File: src/rtl/pwm_dbuf_pkg.sv
package pwm_dbuf_pkg;
  localparam int REG_W   = 32;
  localparam int EN_BIT  = 31;
  localparam int UPD_BIT = 30;
  localparam int INC_LSB = 8;
  localparam int DIV_W   = 8;
  typedef logic [DIV_W-1:0] div_t;
endpackage

File: src/rtl/pwm_dbuf_cfg.sv
module pwm_dbuf_cfg
  import pwm_dbuf_pkg::*;
#(
  parameter int INC_W = 16
) (
  input  logic             clk_i,
  input  logic             rst_ni,
  input  logic             wr_en_i,
  input  logic [REG_W-1:0] wr_data_i,
  input  logic             cycle_start_i,
  output logic             en_o,
  output logic [INC_W-1:0] act_inc_o,
  output div_t             act_div_o,
  output logic [REG_W-1:0] rd_data_o
);
  localparam logic [INC_W-1:0] INC_ONE = {{(INC_W-1){1'b0}}, 1'b1};

  logic             en_q, pend_q;
  logic [INC_W-1:0] sh_inc_q, stg_inc_q, act_inc_q;
  div_t             sh_div_q, stg_div_q, act_div_q;
  logic [INC_W-1:0] w_inc;
  div_t             w_div;
  logic             take_req, commit;

  assign w_inc    = wr_data_i[INC_LSB +: INC_W];
  assign w_div    = wr_data_i[DIV_W-1:0];
  assign take_req = wr_en_i & wr_data_i[UPD_BIT] & ~pend_q;
  assign commit   = pend_q & cycle_start_i;

  always_ff @(posedge clk_i or negedge rst_ni) begin
    if (!rst_ni) begin
      en_q      <= 1'b0;
      pend_q    <= 1'b0;
      sh_inc_q  <= '0;
      sh_div_q  <= '0;
      stg_inc_q <= '0;
      stg_div_q <= '0;
      act_inc_q <= INC_ONE;
      act_div_q <= '1;
    end else begin
      if (wr_en_i) begin
        en_q     <= wr_data_i[EN_BIT];
        sh_inc_q <= w_inc;
        sh_div_q <= w_div;
      end
      if (take_req) begin
        pend_q    <= 1'b1;
        stg_inc_q <= w_inc;
        stg_div_q <= w_div;
      end else if (commit) begin
        pend_q    <= 1'b0;
        act_inc_q <= (stg_inc_q == '0) ? INC_ONE : stg_inc_q;
        act_div_q <= stg_div_q;
      end
    end
  end

  always_comb begin
    rd_data_o                      = '0;
    rd_data_o[EN_BIT]              = en_q;
    rd_data_o[UPD_BIT]             = pend_q;
    rd_data_o[INC_LSB +: INC_W]    = sh_inc_q;
    rd_data_o[DIV_W-1:0]           = sh_div_q;
  end

  assign en_o      = en_q;
  assign act_inc_o = act_inc_q;
  assign act_div_o = act_div_q;

  assert_req_sets_pending_R3: assert property (@(posedge clk_i) disable iff (!rst_ni)
    wr_en_i && wr_data_i[UPD_BIT] && !pend_q |=> pend_q);
  assert_commit_clears_R3: assert property (@(posedge clk_i) disable iff (!rst_ni)
    pend_q && cycle_start_i |=> !pend_q);
  assert_stage_frozen_R6: assert property (@(posedge clk_i) disable iff (!rst_ni)
    pend_q |=> $stable(stg_inc_q) && $stable(stg_div_q));
  assert_active_holds_R2: assert property (@(posedge clk_i) disable iff (!rst_ni)
    !(pend_q && cycle_start_i) |=> $stable(act_inc_q) && $stable(act_div_q));
  assert_inc_nonzero_R10: assert property (@(posedge clk_i) disable iff (!rst_ni)
    act_inc_q != '0);
endmodule

File: src/rtl/pwm_dbuf_acc.sv
module pwm_dbuf_acc #(
  parameter int INC_W = 16
) (
  input  logic             clk_i,
  input  logic             rst_ni,
  input  logic             en_i,
  input  logic [INC_W-1:0] inc_i,
  output logic [INC_W-1:0] acc_o,
  output logic             wrap_o
);
  logic [INC_W-1:0] acc_q;
  logic [INC_W:0]   sum;

  assign sum    = {1'b0, acc_q} + {1'b0, inc_i};
  assign wrap_o = en_i & sum[INC_W];
  assign acc_o  = acc_q;

  always_ff @(posedge clk_i or negedge rst_ni) begin
    if (!rst_ni)    acc_q <= '0;
    else if (!en_i) acc_q <= '0;
    else            acc_q <= sum[INC_W-1:0];
  end

  assert_acc_idle_zero_R8: assert property (@(posedge clk_i) disable iff (!rst_ni)
    !en_i |=> acc_q == '0);
  assert_wrap_lowers_acc_R5: assert property (@(posedge clk_i) disable iff (!rst_ni)
    wrap_o |=> acc_q < $past(acc_q));
endmodule

File: src/rtl/pwm_dbuf_cmp.sv
module pwm_dbuf_cmp
  import pwm_dbuf_pkg::*;
#(
  parameter int INC_W = 16
) (
  input  logic             en_i,
  input  logic [INC_W-1:0] acc_i,
  input  div_t             div_i,
  output logic             pwm_o
);
  div_t top;
  assign top   = acc_i[INC_W-1 -: DIV_W];
  assign pwm_o = en_i & (top >= div_i);
endmodule

File: src/rtl/pwm_dbuf_top.sv
module pwm_dbuf_top
  import pwm_dbuf_pkg::*;
#(
  parameter int INC_W = 16
) (
  input  logic        clk_i,
  input  logic        rst_ni,
  input  logic        wr_en_i,
  input  logic [31:0] wr_data_i,
  output logic [31:0] rd_data_o,
  output logic        pwm_o
);
  logic             en;
  logic             wrap;
  logic [INC_W-1:0] act_inc, acc;
  div_t             act_div;

  // disabled: every clock is a boundary, so pending requests land at once
  logic cycle_start;
  assign cycle_start = ~en | wrap;

  pwm_dbuf_cfg #(.INC_W(INC_W)) u_cfg (
    .clk_i, .rst_ni, .wr_en_i, .wr_data_i,
    .cycle_start_i(cycle_start),
    .en_o(en), .act_inc_o(act_inc), .act_div_o(act_div),
    .rd_data_o
  );

  pwm_dbuf_acc #(.INC_W(INC_W)) u_acc (
    .clk_i, .rst_ni, .en_i(en), .inc_i(act_inc), .acc_o(acc), .wrap_o(wrap)
  );

  pwm_dbuf_cmp #(.INC_W(INC_W)) u_cmp (
    .en_i(en), .acc_i(acc), .div_i(act_div), .pwm_o
  );

  assert_off_low_R7: assert property (@(posedge clk_i) disable iff (!rst_ni)
    !rd_data_o[EN_BIT] |-> !pwm_o);
  assert_full_on_R4: assert property (@(posedge clk_i) disable iff (!rst_ni)
    en && act_div == '0 |-> pwm_o);
endmodule

File: config.mk
export PLATFORM = sky130hd
export DESIGN_NAME = pwm_dbuf_top
export DESIGN_NICKNAME = d
export VERILOG_FILES = /design/src/rtl/pwm_dbuf_pkg.sv /design/src/rtl/pwm_dbuf_cfg.sv /design/src/rtl/pwm_dbuf_acc.sv /design/src/rtl/pwm_dbuf_cmp.sv /design/src/rtl/pwm_dbuf_top.sv
export SDC_FILE = /design/constraint.sdc
export NUM_CORES = 1
export LEC_CHECK = 0
export ABC_AREA = 1
export CORE_MARGIN = 2
export CORE_UTILIZATION = 54
export DETAILED_ROUTE_END_ITERATION = 10
export HOLD_SLACK_MARGIN = 0.06
export PLACE_DENSITY = 0.8
export SYNTH_ARGS = -nofsm -noshare
export SYNTH_HDL_FRONTEND = slang
export SYNTH_SLANG_ARGS = --single-unit
File: constraint.sdc
create_clock -name clk_i -period 2.1 [get_ports clk_i]
set_input_delay 0.42 -clock clk_i [delete_from_list [all_inputs] [get_ports clk_i]]
set_output_delay 0.42 -clock clk_i [all_outputs]
set_load 0.02 [all_outputs]
# Word-level counts from Yosys, hierarchy flattened
# Cells that the tools add are included.
# totals
output_inout_bits,33
input_bits,35
register_bits,90
elab_cells,27
# op_classes
order_cmp,1
n_reduce_logical,3
add_sub_neg,1
bitwise_logic,9
muxes,4
# op_table
operator,n
$mux 16,2
$add 16x16->17,1
$logic_not 16->1,1
$ge 8x8->1,1
$and 1x1->1,5
$not 1->1,3
$mux 1,2
$reduce_and 2->1,1
$reduce_bool 2->1,1
$or 1x1->1,1

# Longest topological paths before layout
# depth
word_depth,6
depth_mapped,12
ltp_nobuf,11

# By module
# Synthesis repeated with hierarchy kept, for this count alone.
# hier_totals
cells_unflattened,555
hier_area_um2,4565.6
# modules_own_cells
mod,seq_area_each_um2,area_per_inst_um2,instances,cells_each
pwm_dbuf_cfg,1863.0,2892.8,1,291
pwm_dbuf_acc,400.4,1442.6,1,225
pwm_dbuf_cmp,0.0,222.7,1,37
pwm_dbuf_top,0.0,7.5,1,2

# Worst setup path after synthesis
# OpenSTA, ideal clock, no wires.
# synth_path
kind,register to register
from,"register u_cfg.act_inc_q[0], in the netlist u_cfg.act_inc_o[0]"
to,"register u_cfg.act_inc_q[1], in the netlist u_cfg.act_inc_o[1]"
setup_time_ps,117
arrival_time_ps,1715
slack_ps,268
path_buffers,1
path_stages_with_launch,12
t_required_ps,1983
period_less_slack_ps,1832
cell_sequence,dfstp_2 ha_1 fa_1 nand3_1 nand3_1 nand2_1 nand2_1 nand2_2 nand2_4 buf_4 nand3_1 nand2_1
# synth_between
elab_chain_cells,5
# synth_rtl
item,line,rtl
start: declaration,pwm_dbuf_cfg.sv:19,"logic [INC_W-1:0] sh_inc_q, stg_inc_q, act_inc_q;"
start signal: assignment,pwm_dbuf_cfg.sv:52,act_inc_q <= (stg_inc_q == '0) ? INC_ONE : stg_inc_q;
$add 16x16->17,pwm_dbuf_acc.sv:14,"assign sum = {1'b0, acc_q} + {1'b0, inc_i};"
$and 1x1->1,pwm_dbuf_acc.sv:15,assign wrap_o = en_i & sum[INC_W];
$or 1x1->1,pwm_dbuf_top.sv:20,assign cycle_start = ~en | wrap;
$and 1x1->1,pwm_dbuf_cfg.sv:28,assign commit = pend_q & cycle_start_i;
$reduce_and 2->1 (no source line),--,
# No other way between the ends.
# A chain may end at the register's enable or synchronous reset.

# Final worst setup path
# layout_path
from,"register u_cfg.act_div_q[5], in the netlist u_cfg.act_div_o[5]"
to,output port pwm_o
# layout_between
elab_chain_cells,2
# layout_rtl
item,line,rtl
start: declaration,pwm_dbuf_cfg.sv:20,"div_t sh_div_q, stg_div_q, act_div_q;"
start signal: assignment,pwm_dbuf_cfg.sv:53,act_div_q <= stg_div_q;
$ge 8x8->1,pwm_dbuf_cmp.sv:13,assign pwm_o = en_i & (top >= div_i);
$and 1x1->1,pwm_dbuf_cmp.sv:13,
end: declaration,pwm_dbuf_top.sv:11,output logic pwm_o
# No other way between the ends.

==> out/metrics.yaml <==
outcome: "complete, but fails checks"
violations: "setup timing"
multi_input_area_um2: 1990
cp.arrival_ns: 1.85
synth_top_area_cell: "dfrtp_1"
area_growth_pct: 21.5
worst_clock_skew_ns: 0.00929
ys_warn_count: 0
synth_area_leaders: "dfrtp_1, nand2_1, inv_1"
grt_max_degree: 50
insertion_delay_ns: 0.35
io_pins: 68
core_area_um2: 8220
dieArea_um2: 9250
root_buffer: "clkbuf_8"
cts_tree: "built"
max_freq_ghz: 0.441
place_inst: 728
ys_async_sr_fraction_pct: 100
overflow: 0
ir_drop_v: 0.000533
powerDensity_nw_per_um2: 1270
timing.rr.end: "u_cfg.act_inc_o[10]$_DFFE_PN0P_"
crit_type: "reg -> out"
r2r_start: "u_cfg.act_inc_o[0]$_DFFE_PN1P_"
hold_path.class: "in -> async"
drive_above_1_share_pct: 12.1
slew_headroom_pct: 61.2
yosysMostFrequentCell: "nand2_1"
p_leak_nw: 2.91
post-dp-hpwl_um: 7180
die_x_um: 96.2
crit_path_end: "pwm_o"
synth_compound_area_share_pct: 8.81
cts.sinks: 90
finalSetupViolations: 1
vias: 3721
drtAntennaViolNets: 0
ys_top_cells_by_count: "nand2_1, inv_1, dfrtp_1, nor2_1, a21oi_1"
grt_setup_unrepaired: "yes"
path_clk_slew_ns: 0.09
worstSetupStartpoint: "u_cfg.act_div_o[5]$_DFFE_PN1P_"
cp.required_ns: 1.68
synth_flop_cell: "dfrtp_1"
nets: 694
synth_top_family_by_area: "simple AND/OR/NAND/NOR gates"
final_area_um2: 5570
seq_area_um2: 2260
seq_area_frac_synth_pct: 49.3
antenna_found_initial: 0
via_per_inst: 5.00
placed_area_um2: 5240
place_congestion: 0.879
crit_fanout: 2
cts_buffers: 9
ys_types: 27
finalHoldViolCount: 0
wl_um: 9690
syn_inst: 575
worst_slack_ns: -0.170
io_buffers: 55
synth_area_per_cell_um2: 7.98
diodes: 0
post-place-ws_ns: -0.267
setup_tns_ns: -0.170
synthMuxAreaShare_pct: 0
synth_top_cell_area_share_pct: 44.2
r2r_setup_slack_ns: 0.07
rows: 33
drt_first_pass_iters: 4
period_minus_slack_ns: 2.27
synth-adder-area-share_pct: 6.98
dieHeight_um: 96.2
ys_ff_latch: 90
cp-end-kind: "output pin"
start_kind: "flop"
drt-initial-drc-count: 178
wl_per_cell_um: 13.0
worst_pin_slew_ns: 0.582
grtUsageTotal_pct: 22.8
synth-edff-count: 0
drv_slew: 0
stdcell_count: 744
grt_pass1_vias: 3608
maxCapViolCount: 0
route.detailed.drc: 0
clockBufferDepth: 2
synthXorXnorAreaFrac_pct: 0.191
syn-cell-area_um2: 4590
synthSimpleGateAreaFrac_pct: 23.9
rr_worst_depth: 11
fill_cells: 620
cts_max_level: 3
period_share_pct: 108
initial_utilization_pct: 55.8
power.total_mw: 7.09
grt_first_pass_wirelength_um: 16300
-- final cells by class --
class,instances,area share [%]
flip-flops and latches,90,40.6
multi-input cells,377,35.7
repair buffers,71,12.1
inverters,85,5.73
well taps,105,2.36
clock buffers,10,2.29
clock inverters,6,1.19
-- flip-flops by register name (all words and copies together) (netlist names) --
register / cells
u_cfg.act_div_o: 8
u_cfg.sh_inc_q: 16
u_cfg.en_o: 1
u_cfg.stg_div_q: 8
u_cfg.pend_q: 1
u_acc.acc_o: 16
u_cfg.act_inc_o: 16
u_cfg.stg_inc_q: 16
u_cfg.sh_div_q: 8
-- layer usage --
layer	routed length (um)	vias up	GRT usage (%)	part of all wire [%]
met4	259	0	8.69	2.7
met5	0	-	0	0
met2	4610	90	36.4	48
met3	345	21	4.15	3.6
met1	4480	1709	31.0	46
li1	-	1901	-	-
-- where the power goes --
group | internal [mW] | switching [mW] | leakage (nW)
logic | 1.34 | 1.88 | 1.72
registers | 2.31 | 0.411 | 1.09
clock network | 0.555 | 0.596 | 0.101
-- layout by cell type (no fill, tap or decap), types with 4 or more instances in the layout --
| master | instances |
|---|---|
| clkbuf_8 | 9 |
| buf_4 | 16 |
| dfrtp_1 | 81 |
| a21oi_2 | 4 |
| conb_1 | 6 |
| o21ai_0 | 32 |
| a21oi_1 | 40 |
| nand2_1 | 158 |
| inv_1 | 78 |
| dfstp_2 | 9 |
| ha_4 | 6 |
| inv_2 | 7 |
| nand3_1 | 34 |
| nor2_1 | 49 |
| clkdlybuf4s50_1 | 53 |
| nand2_2 | 7 |
| ha_1 | 17 |
-- worst max-delay path: stages (launching register included) --
cell and delay (ns):
dfstp_2 0.55, inv_2 0.05, ha_4 0.27, nand2_2 0.06, nor2_4 0.11, nand4_1 0.13
nand3_2 0.13, nand2_2 0.05, inv_2 0.06, buf_6 0.10
-- timing repair --
action                                  in CTS  in global routing
endpoints found under the setup margin       1                 25
pin swaps                                   12                  2
buffers inserted                             0                  0
hold buffers                                 0                  0
gates resized for setup                     22                 15
-- cells by family (layout without fill, tap and decap cells) --
| family | Yosys count | count (layout) |
|---|---|---|
| flip-flops | 90 | 90 |
| adder cells (fa/ha/maj) | 25 | 25 |
| other | 1 | 6 |
| XOR/XNOR | 1 | 1 |
| AO/OA/AOI/OAI | 79 | 79 |
| buffers and inverters | 113 | 172 |
| AND/OR/NAND/NOR | 266 | 266 |
-- worst min-delay path by stage --
stage                                     to  slack [ns]  depth (start not counted)
2_1_floorplan       u_acc.acc_o[0]$_DFF_PN0_        0.12                          0
3_3_place_gp   u_cfg.sh_div_q[1]$_DFFE_PN0P_        0.46                          1
3_5_place_dp   u_cfg.sh_div_q[1]$_DFFE_PN0P_        0.46                          1
4_1_cts        u_cfg.sh_div_q[1]$_DFFE_PN0P_        0.07                          1
5_1_grt        u_cfg.sh_div_q[1]$_DFFE_PN0P_         0.1                          1
6_report       u_cfg.sh_div_q[1]$_DFFE_PN0P_        0.06                          1
-- metrics by stage --
stage	hold WS [ns]	utilization [%]
after floorplan	0.124	-
after global placement	0.455	63.7
after detailed placement	0.456	63.7
after CTS	0.0737	67.1
after global routing	0.0975	67.8
final	0.0556	67.8
Note: power is estimated with default switching activity, not from simulation.
